$ cat config.mk
export PLATFORM = sky130hd
export DESIGN_NAME = owrom_engine
export DESIGN_NICKNAME = d
export VERILOG_FILES = /design/src/rtl/owrom_pkg.sv /design/src/rtl/owrom_cmd_rx.sv /design/src/rtl/owrom_walker.sv /design/src/rtl/owrom_speed.sv /design/src/rtl/owrom_engine.sv
export SDC_FILE = /design/constraint.sdc
export NUM_CORES = 1
export LEC_CHECK = 0
export BUFFER_PORTS_ARGS = -buffer_cell sky130_fd_sc_hd__buf_2
export CAP_MARGIN = 25
export CORE_MARGIN = 8
export CORE_UTILIZATION = 51
export DETAILED_ROUTE_END_ITERATION = 7
export PLACE_DENSITY = 0.89
export SLEW_MARGIN = 20
export SYNTH_ARGS = -nofsm -noshare
export SYNTH_HDL_FRONTEND = slang
export SYNTH_SLANG_ARGS = --single-unit
$ cat constraint.sdc
create_clock -name clk -period 4.4 [get_ports clk]
set_input_delay 0.88 -clock clk [delete_from_list [all_inputs] [get_ports clk]]
set_output_delay 0.88 -clock clk [all_outputs]
set_load 0.01 [all_outputs]
$ cat src/rtl/owrom_pkg.sv
package owrom_pkg;

    localparam int CMD_W = 8;

    localparam logic [CMD_W-1:0] OP_READ   = 8'h33;
    localparam logic [CMD_W-1:0] OP_SEARCH = 8'hF0;
    localparam logic [CMD_W-1:0] OP_FAST   = 8'h3C;

    typedef enum logic [1:0] {
        ST_IDLE,
        ST_CMD,
        ST_READ,
        ST_SEARCH
    } eng_state_e;

    typedef enum logic [1:0] {
        PH_TRUE,
        PH_COMP,
        PH_PICK
    } srch_phase_e;

    typedef struct packed {
        logic             valid;
        logic [CMD_W-1:0] code;
    } cmd_evt_t;

    function automatic eng_state_e next_from_cmd(logic [CMD_W-1:0] code);
        case (code)
            OP_READ:   return ST_READ;
            OP_SEARCH: return ST_SEARCH;
            default:   return ST_IDLE;
        endcase
    endfunction

endpackage

$ cat src/rtl/owrom_cmd_rx.sv
module owrom_cmd_rx
    import owrom_pkg::*;
(
    input  logic     clk,
    input  logic     rst,
    input  logic     clr,
    input  logic     en,
    input  logic     bit_in,
    output cmd_evt_t evt
);
    localparam int CNT_W = $clog2(CMD_W);
    localparam logic [CNT_W-1:0] LAST = CNT_W'(CMD_W - 1);

    logic [CMD_W-1:0] sh_q;
    logic [CNT_W-1:0] cnt_q;

    always_ff @(posedge clk) begin
        if (rst || clr) begin
            sh_q  <= '0;
            cnt_q <= '0;
        end else if (en) begin
            sh_q  <= {bit_in, sh_q[CMD_W-1:1]};
            cnt_q <= (cnt_q == LAST) ? '0 : cnt_q + 1'b1;
        end
    end

    always_comb begin
        evt.valid = en && (cnt_q == LAST) && !clr;
        evt.code  = {bit_in, sh_q[CMD_W-1:1]};
    end
endmodule

$ cat src/rtl/owrom_walker.sv
module owrom_walker
    import owrom_pkg::*;
#(
    parameter int ROM_W = 64,
    localparam int IDX_W = $clog2(ROM_W)
) (
    input  logic        clk,
    input  logic        rst,
    input  logic        bus_reset,
    input  cmd_evt_t    evt,
    input  logic        rd_slot,
    input  logic        wr_valid,
    input  logic        wr_bit,
    input  logic        rom_bit,
    output eng_state_e  st,
    output srch_phase_e ph,
    output logic [IDX_W-1:0] idx,
    output logic        od_set
);
    localparam logic [IDX_W-1:0] LAST = IDX_W'(ROM_W - 1);

    always_ff @(posedge clk) begin
        if (rst) begin
            st  <= ST_IDLE;
            ph  <= PH_TRUE;
            idx <= '0;
        end else if (bus_reset) begin
            st  <= ST_CMD;
            ph  <= PH_TRUE;
            idx <= '0;
        end else begin
            case (st)
                ST_CMD: if (evt.valid) begin
                    st  <= next_from_cmd(evt.code);
                    ph  <= PH_TRUE;
                    idx <= '0;
                end
                ST_READ: if (rd_slot) begin
                    if (idx == LAST) st <= ST_IDLE;
                    idx <= idx + 1'b1;
                end
                ST_SEARCH: begin
                    case (ph)
                        PH_TRUE: if (rd_slot) ph <= PH_COMP;
                        PH_COMP: if (rd_slot) ph <= PH_PICK;
                        default: if (wr_valid) begin
                            ph <= PH_TRUE;
                            if (wr_bit != rom_bit || idx == LAST) st <= ST_IDLE;
                            idx <= idx + 1'b1;
                        end
                    endcase
                end
                default: ;
            endcase
        end
    end

    assign od_set = (st == ST_CMD) && !bus_reset && evt.valid && (evt.code == OP_FAST);
endmodule

$ cat src/rtl/owrom_speed.sv
module owrom_speed (
    input  logic clk,
    input  logic rst,
    input  logic set,
    input  logic clr,
    output logic od
);
    always_ff @(posedge clk) begin
        if (rst || clr) od <= 1'b0;
        else if (set)   od <= 1'b1;
    end
endmodule

$ cat src/rtl/owrom_engine.sv
module owrom_engine
    import owrom_pkg::*;
#(
    parameter int ROM_W = 64
) (
    input  logic             clk,
    input  logic             rst,
    input  logic             bus_reset_i,
    input  logic             reset_long_i,
    input  logic             wr_valid_i,
    input  logic             wr_bit_i,
    input  logic             rd_slot_i,
    input  logic [ROM_W-1:0] rom_i,
    output logic             rd_bit_o,
    output logic             od_o
);
    localparam int IDX_W = $clog2(ROM_W);

    eng_state_e       st;
    srch_phase_e      ph;
    logic [IDX_W-1:0] idx;
    cmd_evt_t         evt;
    logic             od_set;
    logic             rom_bit;

    assign rom_bit = rom_i[idx];

    owrom_cmd_rx u_cmd (
        .clk    (clk),
        .rst    (rst),
        .clr    (bus_reset_i),
        .en     ((st == ST_CMD) && wr_valid_i),
        .bit_in (wr_bit_i),
        .evt    (evt)
    );

    owrom_walker #(.ROM_W(ROM_W)) u_walk (
        .clk       (clk),
        .rst       (rst),
        .bus_reset (bus_reset_i),
        .evt       (evt),
        .rd_slot   (rd_slot_i),
        .wr_valid  (wr_valid_i),
        .wr_bit    (wr_bit_i),
        .rom_bit   (rom_bit),
        .st        (st),
        .ph        (ph),
        .idx       (idx),
        .od_set    (od_set)
    );

    owrom_speed u_spd (
        .clk (clk),
        .rst (rst),
        .set (od_set),
        .clr (bus_reset_i && reset_long_i),
        .od  (od_o)
    );

    always_comb begin
        rd_bit_o = 1'b1;
        if (st == ST_READ) rd_bit_o = rom_bit;
        else if (st == ST_SEARCH) begin
            if (ph == PH_TRUE)      rd_bit_o = rom_bit;
            else if (ph == PH_COMP) rd_bit_o = ~rom_bit;
        end
    end
endmodule

==> flow_summary.toml, run 1 <==
[timing]
hold_viol = 0
timing.clock.skew_ps = 5.331
fin_tns_setup_ps = 0
tightestPinTransition_ps = 665.3
timing.final.crit_period_ps = 3587
maxSlewViolCount = 0
relative_slew_margins = 0.5548
timing.final.crit_share = 0.8153
grt_setup_unrepaired = "false"
fmaxAchievable_ghz = 0.2788
finalSetupViolCount = 0
hold_ws_ps = 460.4

[floorplanning]
fp.coreArea_sq_mm = 0.003078
io_pins = 73
row_count = 20
initial_utilization = 0.5398
die_area_sq_mm = 0.005341
fp.dieH_microns = 73.08
die_width_microns = 73.08

[clock_tree]
cts.htree.levels = 1
tritoncts = "yes"
ctsResizeCount = 0
hold_buffers = 0
clk_path_buf_depth = 2
cts.reportedPaths.clkPinSlew_ps = 120
cts_buffers = 3
clk-insertion-delay-late_ps = 310
postCtsSetupRepairBufs = 0
clock-sinks = 21
cts_root_buf = "sky130_fd_sc_hd__clkbuf_4"

[pwr]
netSwitchingPower_mw = 0.1046
sw_frac_of_total = 0.2756
seqPwrFrac = 0.525
post-layout-total-power_mw = 0.3796
static-leakage-power_nw = 0.7949
vdd.ir_drop.worst_uv = 181.9
intPower_mw = 0.2750
power_frac_comb = 0.230
power_density_mw_per_mm2 = 186.1
clockPowerShare = 0.245

[worst_setup_path]
largest_fanout_on_the_critical_path = 14
crit_arrival_ps = 2710
cp.required_ps = 3520
timing.reg2reg.setup_slack_ps = 1900
timing.critical_path.to_type = "output port"
timing.critical_path.from_type = "flop"
criticalPathCategory = "flop to output port"

[grt]
top_usage_layer = "met2"
gr-usage-met2 = 0.3158
grt.overflow.total = 0
grt.total_usage = 0.1644
antenna_found_initial = 0
maximum_number_of_pins_on_one_net_before_global_route_repair = 32
grt_pass1_wl_microns = 7196
grtUsageMet3 = 0.04121
grt_pass1_vias = 1675
global_route.usage.met1 = 0.1669

[yosys]
share_of_the_synthesized_area_in_the_top_cell_type = 0.2530
synth_top_cells_by_area = "sky130_fd_sc_hd__dfxtp_1 25%, sky130_fd_sc_hd__mux2i_1 14%, sky130_fd_sc_hd__nand2_1 6.1%"
postSynthAreaPerCell_sq_um = 8.308
synth_area_sq_mm = 0.001662
synthesis.instances = 200
yosys.cell_types.count = 45
register_bit_total_from_synthesis = 21
yosys_warnings = 0
synthFlopType = "sky130_fd_sc_hd__dfxtp_1"
synthesis.nets = 274
synthArstFlopShare = 0
yosys.area.top_type = "sky130_fd_sc_hd__dfxtp_1"
yosys-top-cells-count = "27 x sky130_fd_sc_hd__nand2_1, 23 x sky130_fd_sc_hd__mux2i_1, 21 x sky130_fd_sc_hd__dfxtp_1"
yosysMostFrequentCell = "sky130_fd_sc_hd__nand2_1"
synth_edf_count = 0
synth_seq_area_share = 0.2530

[detailed_routing]
detail_route.wirelength_microns = 4375
drt_iter0_drc = 69
via_count = 1749
detail_route.drc_violations = 0
route.antenna.remaining_nets = 0
routed_vias_inst = 5.697
routedWlPerCell_microns = 14.25
first_pass_iters = 4

[finish]
antenna-diode-count = 0
utilization = 0.6626
area.sequential_sq_um = 420.4
layout.cells.non_filler = 307
multi_input_area_sq_mm = 0.001154
post_route_cells_drive_above_1_share = 0.3308
area_growth_syn_to_layout_pct = 22.74
finalNetCount = 338
fillers = 266

[job]
timing.max_cap.violations = 0

[placed_design]
dp_cells = 303
hpwl_after_detailed_placement_microns = 3522
gp_congestion = 0.8162
port-buffer-count = 72

[outcome]
status = "finished, final reports clean"

[hold_path]
worst_min_delay_path_class = "flop to flop"
-- cell families (layout without fill, tap and decap cells) --
group	Yosys count	in the layout	synth area share
xor gates and xnor gates	6	6	0.03163
adders and majority gates	3	3	0.02259
DFF	21	21	0.2530
muxes	28	28	0.2108
and+or+nand+nor	79	79	0.2387
buffers and inverters	18	81	0.05271
AOI/OAI and AO/OA	45	45	0.1905
-- layer usage --
layer | wire [microns] | vias up
met1 | 1695 | 829
met4 | 55 | 0
met5 | 0 | -
met2 | 2364 | 38
li1 | - | 876
met3 | 260 | 6
-- power by group through the flow --
stage	Sequential [mW]	Clock (mW)	Combinational, mW
2_1_floorplan	0.199	0	0.0537
3_3_place_gp	0.204	0	0.0846
3_5_place_dp	0.203	0	0.0872
4_1_cts	0.199	0.0968	0.0874
5_1_grt	0.200	0.102	0.0968
6_report	0.199	0.0928	0.0874
-- layout make-up --
type | instances | area share
Clock buffer | 3 | 0.01104
Clock inverter | 1 | 0.002454
Timing Repair Buffer | 73 | 0.1804
Inverter | 4 | 0.007362
Sequential cell | 21 | 0.2061
Tap cell | 44 | 0.02699
Multi-Input combinational cell | 161 | 0.5656
-- through the flow --
step / instance area (sq um) / worst slack, ps
finish: 2039 / 812.7
floorplan: 1662 / 1216
CTS: 2039 / 800.9
detailed placement: 2012 / 1006
global route: 2039 / 585.4
global placement: 2012 / 1038
-- worst max-delay path: stages (launching register included) --
cell	delay (ps)
sky130_fd_sc_hd__dfxtp_1	710
sky130_fd_sc_hd__mux4_2	570
sky130_fd_sc_hd__a311oi_1	280
sky130_fd_sc_hd__a32o_1	240
sky130_fd_sc_hd__nand2_1	70
sky130_fd_sc_hd__and3_1	170
sky130_fd_sc_hd__o21ai_0	190
sky130_fd_sc_hd__buf_2	160
-- placed cells by master, fill, tap and decap left out, drive strengths merged, types with 2 or more instances in the layout --
cell type / synthesis / layout
mux2i: 23 / 23
nand4: 6 / 6
xor2: 4 / 4
a211oi: 5 / 5
and3b: 2 / 2
nand3b: 4 / 4
nor3: 6 / 6
nand2: 27 / 27
a21oi: 16 / 16
nor2b: 3 / 3
dfxtp: 21 / 21
xnor2: 2 / 2
ha: 3 / 3
a311oi: 3 / 3
inv: 4 / 4
nand3: 7 / 7
mux4: 5 / 5
nor2: 12 / 12
o21ai: 4 / 4
or2: 3 / 3
buf: 6 / 73
a22oi: 5 / 5
clkbuf: 8 / 3
nand2b: 2 / 2
and3: 3 / 3
-- flip-flops by register name, indices dropped and copies added (netlist names) --
name,cells
u_walk.st,2
u_walk.idx,6
u_walk.ph,2
u_cmd.cnt_q,3
u_cmd.sh_q,7
u_spd.od,1
-- final timing paths --
path,start,cells after the start,end
worst max-delay path,u_walk.idx[0],7,rd_bit_o
worst min-delay path,u_cmd.cnt_q[1],2,u_cmd.cnt_q[1]
worst max register to register,u_cmd.cnt_q[0],9,u_walk.st[1]
worst min register to register,u_cmd.cnt_q[1],2,u_cmd.cnt_q[1]
Note: power is estimated with default switching activity, not from simulation.
==> inputs of run 2 (changes only) <==
ABC_AREA = 1   (was unset)
CORE_UTILIZATION = 44   (was 51)
PLACE_DENSITY = 0.8   (was 0.89)
clock period = 3.3 ns   (was 4.4 ns; I/O delays follow)
==> run 2 against run 1 <==
- cell count is 49% higher
- sequential share of layout area is 2.2 points lower
- sequential power is 32% higher
- non-clock buffer count is 1 higher
- sequential cell count stayed put
- register-to-register slack worse by 710 ps
- worst setup slack worse by 260 ps
- clock power is 87% higher
- hold slack better by 25 ps
- via count is 30% higher
- global-route usage is 0.19 points higher
- first-iteration DRC count is 140% higher
==> flow_summary.toml, run 2 <==
[worst_setup_path]
crit_path_cell_trace = "clkinv_1 > nor2_1 > o21ai_0 > nand3_1 > nand3_1 > nand2_1 > nand3_1 > nand3_1 > nand2_1 > nand2_1 > nand2_1 > buf_2"
crit_arrival_ps = 2090
cp.required_ps = 2640
critical_path_max_stage_delay_ps = 390
timing.critical_path.from_type = "flop"
timing.critical_path.slowest_stage_cell = "sky130_fd_sc_hd__clkinv_1"
largest_fanout_on_the_critical_path = 19
timing.critical_path.to_type = "output port"
criticalPathCategory = "flop to output port"

[pwr]
power_density_mw_per_mm2 = 234.7
clockPowerShare = 0.326
seqPwrFrac = 0.490
sw_frac_of_total = 0.2663
static-leakage-power_nw = 1.236
netSwitchingPower_mw = 0.1423
intPower_mw = 0.3921
power_frac_comb = 0.184
vdd.ir_drop.worst_uv = 242.8

[yosys]
yosys-top-cells-count = "116 x sky130_fd_sc_hd__nand2_1, 53 x sky130_fd_sc_hd__inv_1, 38 x sky130_fd_sc_hd__nand3_1"
yosys_warnings = 0
share_of_the_synthesized_area_in_the_top_cell_type = 0.2347
postSynthAreaPerCell_sq_um = 5.410
synthArstFlopShare = 0
register_bit_total_from_synthesis = 21
synth_edf_count = 0
yosys.area.top_type = "sky130_fd_sc_hd__nand2_1"
yosysMostFrequentCell = "sky130_fd_sc_hd__nand2_1"
yosys.cell_types.count = 30
synth_area_sq_mm = 0.001856
synthesis.instances = 343
synth_seq_area_share = 0.2266
synthFlopType = "sky130_fd_sc_hd__dfxtp_1"
synthesis.nets = 417
synth_top_cells_by_area = "sky130_fd_sc_hd__nand2_1 23%, sky130_fd_sc_hd__dfxtp_1 23%, sky130_fd_sc_hd__inv_1 11%"

[clock_tree]
clk-insertion-delay-late_ps = 270
clock-sinks = 21
tritoncts = "yes"
cts.reportedPaths.clkPinSlew_ps = 80
cts_root_buf = "sky130_fd_sc_hd__clkbuf_8"
postCtsSetupRepairBufs = 0
clk_path_buf_depth = 2
cts.htree.levels = 1
ctsResizeCount = 0
hold_buffers = 0
cts_buffers = 3

[timing]
fmaxAchievable_ghz = 0.3634
finalSetupViolCount = 0
setup_slack_of_the_critical_path_after_layout_ps = 548.2
hold_viol = 0
maxSlewViolCount = 0
timing.final.crit_share = 0.8339
tightestPinTransition_ps = 680.6
timing.final.crit_period_ps = 2752
timing.clock.skew_ps = 4.450
grt_setup_unrepaired = "false"
relative_slew_margins = 0.5446
hold_ws_ps = 485.0
fin_tns_setup_ps = 0

[finish]
post_route_cells_drive_above_1_share = 0.2157
antenna-diode-count = 0
max_flop_register = "u_cmd.sh_q"
layout.cells.non_filler = 458
most-common-layout-cells = "116 x sky130_fd_sc_hd__nand2_1, 72 x sky130_fd_sc_hd__buf_2, 53 x sky130_fd_sc_hd__inv_1"
largestRegisters = "u_cmd.sh_q x7, u_walk.idx x6, u_cmd.cnt_q x3"
finalNetCount = 483
layout.cells.most_common = "sky130_fd_sc_hd__nand2_1"
largest_register_ffs = 7
area_growth_syn_to_layout_pct = 22.72

[floorplanning]
io_pins = 73
die_width_microns = 80.94
row_count = 23
fp.coreArea_sq_mm = 0.004029
die_area_sq_mm = 0.006551
initial_utilization = 0.4606
fp.dieH_microns = 80.94

[grt]
grt.total_usage = 0.1663
maximum_number_of_pins_on_one_net_before_global_route_repair = 35
grt_pass1_vias = 2129
grt_pass1_wl_microns = 9045
grt.overflow.total = 0
antenna_found_initial = 0

[detailed_routing]
route.antenna.remaining_nets = 0
routedWlPerCell_microns = 12.01
detail_route.wirelength_microns = 5500
detail_route.drc_violations = 0
first_pass_iters = 4
via_count = 2280
routed_vias_inst = 4.978
drt_iter0_drc = 164

[hold_path]
worst_min_delay_path_class = "flop to flop"

[placed_design]
port-buffer-count = 72
hpwl_after_detailed_placement_microns = 4346
dpl_worst_slack_ps = 845.7
dp_cells = 454
gp_congestion = 0.8396

[job]
timing.max_cap.violations = 0

[outcome]
status = "finished, final reports clean"
-- run 2: area by class of cell --
class                   instances  area, sq um
fillers                       437         1752
multi-input cells             251         1152
flip-flops and latches         21        420.4
repair buffers                 74        375.4
inverters                      58        217.7
well taps                      50        62.56
clock buffers                   3        41.29
clock inverters                 1        7.507
-- run 2: logic make-up (layout without fill, tap and decap cells) --
kind of cell	Yosys count	count (layout)	synth area share
AO/OA/AOI/OAI	42	42	0.1234
adder cells (fa/ha/maj)	3	3	0.02023
buffers and inverters	71	136	0.1524
flip-flops	21	21	0.2266
AND/OR/NAND/NOR	206	206	0.4774
-- run 2: worst paths after layout --
check	start	to	slack (ps)	cells after the start
max	u_walk.idx[1]	rd_bit_o	550	12
min	u_cmd.cnt_q[1]	u_cmd.cnt_q[1]	480	2
max reg2reg	u_walk.st[0]	u_walk.st[1]	1190	13
min reg2reg	u_cmd.cnt_q[1]	u_cmd.cnt_q[1]	480	2
-- run 2: critical path, delay by kind of cell, from the launching register on --
kind | cells | cell delay (ps)
compound gates | 1 | 100
flops | 1 | 340
simple gates | 9 | 830
buf+inv | 2 | 530
-- run 2: layer usage --
layer | wire length [microns] | track usage | up-vias
met1 | 2304 | 0.1829 | 992
met5 | 0 | 0 | -
met4 | 23 | 0.02321 | 0
li1 | - | - | 1209
met3 | 490 | 0.04194 | 5
met2 | 2681 | 0.3176 | 74
-- run 2: per-stage QoR --
step / utilization / cell area [sq um] / power (mW)
floorplan: - / 1856 / 0.3142
global placement: 0.5531 / 2228 / 0.3633
detailed placement: 0.5531 / 2228 / 0.3656
CTS: 0.5652 / 2277 / 0.5401
global route: 0.5652 / 2277 / 0.5664
finish: 0.5652 / 2277 / 0.5344
-- run 2: power groups by stage --
stage	combinational, mW	clock [mW]	sequential, mW
2_1_floorplan	0.0477	0	0.266
3_3_place_gp	0.0961	0	0.267
3_5_place_dp	0.0980	0	0.268
4_1_cts	0.0987	0.180	0.262
5_1_grt	0.114	0.190	0.263
6_report	0.0985	0.174	0.262
==> inputs of run 3 (changes only) <==
clock period = 2.4 ns   (was 3.3 ns; I/O delays follow)
==> run 3 against run 2 <==
- core utilization grew 3.0 points
- register-to-register slack worse by 700 ps
- power grew 37%
- non-clock buffer count increased by 7
- clock skew up 1.8 ps
- first-iteration DRC count down 19%
- cell count is 1.5% higher
- sequential share of layout area is 0.73 points lower
- critical path depth is 4 higher
- cell area is 5.3% higher
- highest routed layer unchanged
==> flow_summary.toml, run 3 (synthesis results as in run 2) <==
[finish]
fillers = 393
finalNetCount = 490
most-common-layout-cells = "116 x sky130_fd_sc_hd__nand2_1, 72 x sky130_fd_sc_hd__buf_2, 53 x sky130_fd_sc_hd__inv_1"
largestRegisters = "u_cmd.sh_q x7, u_walk.idx x6, u_cmd.cnt_q x3"
largest_register_ffs = 7
area_growth_syn_to_layout_pct = 29.26
post_route_cells_drive_above_1_share = 0.2386
layout.cells.most_common = "sky130_fd_sc_hd__nand2_1"
max_flop_register = "u_cmd.sh_q"
antenna-diode-count = 0

[floorplanning]
die_width_microns = 80.94
fp.coreArea_sq_mm = 0.004029
initial_utilization = 0.4606
io_pins = 73
row_count = 23
fp.dieH_microns = 80.94
die_area_sq_mm = 0.006551

[worst_setup_path]
path_common_cell = "sky130_fd_sc_hd__nand2_1"
largest_fanout_on_the_critical_path = 16
crit_path_cell_trace = "clkbuf_16 > nand2_1 > nand3_1 > nand2_1 > nand2_1 > nand2_1 > inv_1 > nand2_1 > nand2_1 > nand2_1 > inv_1 > nand3_1 > nand2_1 > nand2_1 > nand2_1 > buf_2"
criticalPathCategory = "flop to output port"
critPathTopFamily = "simple AND/OR/NAND/NOR gates"
critical_path_max_stage_delay_ps = 440
crit_arrival_ps = 1810
timing.critical_path.to_type = "output port"
cp.required_ps = 1920
timing.critical_path.from_type = "flop"
number_of_buffer_and_inverter_stages_on_the_critical_path = 4
timing.critical_path.slowest_stage_cell = "sky130_fd_sc_hd__dfxtp_4"

[timing]
relative_slew_margins = 0.8077
finalSetupViolCount = 0
grt_setup_unrepaired = "true"
timing.clock.skew_ps = 6.279
hold_viol = 0
tightestPinTransition_ps = 285.9
timing.final.crit_share = 0.9542
maxSlewViolCount = 0
fmaxAchievable_ghz = 0.4367
timing.final.crit_period_ps = 2290
setup_slack_of_the_critical_path_after_layout_ps = 110.0

[placed_design]
port-buffer-count = 72
hpwl_after_detailed_placement_microns = 4293
dpl_worst_slack_ps = 206.3
gp_congestion = 0.9035

[detailed_routing]
routedWlPerCell_microns = 12.18
drt_iter0_drc = 133
detail_route.drc_violations = 0
first_pass_iters = 4
via_count = 2349
detail_route.wirelength_microns = 5662
routed_vias_inst = 5.052
route.antenna.remaining_nets = 0

[clock_tree]
clk_path_buf_depth = 2
clk-insertion-delay-late_ps = 260
cts_buffers = 3
tritoncts = "yes"
cts.reportedPaths.clkPinSlew_ps = 80
clock-sinks = 21
cts_root_buf = "sky130_fd_sc_hd__clkbuf_8"
cts.htree.levels = 1

[pwr]
power_density_mw_per_mm2 = 306.1
vdd.ir_drop.worst_uv = 356.2
post-layout-total-power_mw = 0.7342
static-leakage-power_nw = 1.298

[grt]
grt.overflow.total = 0
maximum_number_of_pins_on_one_net_before_global_route_repair = 35
grt_pass1_vias = 2229
antenna_found_initial = 0
grt_pass1_wl_microns = 9342
grt.total_usage = 0.1692

[hold_path]
worst_min_delay_path_class = "input port to flop"

[outcome]
status = "finished, final reports clean"

[job]
timing.max_cap.violations = 0
-- run 3: power by group --
part	leakage (nW)	switching, mW	internal (mW)	total [mW]
Sequential	0.171	0.00543	0.353	0.359
Combinational	1.10	0.0683	0.0699	0.138
Clock	0.0255	0.122	0.116	0.237
-- run 3: routing by layer --
layer  global-route usage  wire (microns)  up-vias
met5                    0               0        -
met3              0.03753             413        2
met4              0.02857              11        0
li1                     -               -     1225
met2               0.3071            2746       69
met1               0.2001            2490     1053
-- run 3: worst paths after layout --
| path | depth (start not counted) | slack, ps | endpoint | start |
|---|---|---|---|---|
| worst min-delay path | 2 | 390 | u_spd.od | reset_long_i |
| worst max register to register | 15 | 490 | u_walk.st[0] | u_walk.st[0] |
| worst min register to register | 2 | 480 | u_cmd.cnt_q[1] | u_cmd.cnt_q[1] |
| worst max-delay path | 16 | 110 | rd_bit_o | u_walk.idx[0] |
-- run 3: worst register-to-register path, delay by kind of cell (launching register included) --
family	cells	cell delay [ps]
buffers and inverters	4	280
AOI/OAI and AO/OA	1	180
and+or+nand+nor	10	910
DFF	1	430
-- run 3: repair_timing --
action	4_1_cts	5_1_grt
resized for setup	4	10
cloned	0	2
endpoints found under the hold margin	0	0
setup buffers	0	1
hold buffers	0	0
endpoints found under the setup margin	1	1
-- run 3: through the flow --
| stage | util | instances | hold slack, ps | setup TNS [ps] | area, sq um |
|---|---|---|---|---|---|
| finish | 0.5953 | 465 | 390.5 | 0 | 2399 |
| detailed placement | 0.5606 | 458 | 472.6 | 0 | 2258 |
| CTS | 0.5748 | 462 | 388.9 | 0 | 2316 |
| floorplan | - | 343 | 447.9 | 0 | 1856 |
| global route | 0.5953 | 465 | 392.3 | -66.92 | 2399 |
| global placement | 0.5606 | 458 | 459.1 | 0 | 2258 |
-- run 3: final cells by class --
| class | instances | area (sq um) | area share |
|---|---|---|---|
| flip-flops and latches | 21 | 425.4 | 0.1774 |
| clock buffers | 3 | 41.29 | 0.01721 |
| well taps | 50 | 62.56 | 0.02608 |
| multi-input cells | 251 | 1157 | 0.4825 |
| clock inverters | 1 | 5.005 | 0.002087 |
| repair buffers | 81 | 479.2 | 0.1998 |
| inverters | 58 | 227.7 | 0.09494 |
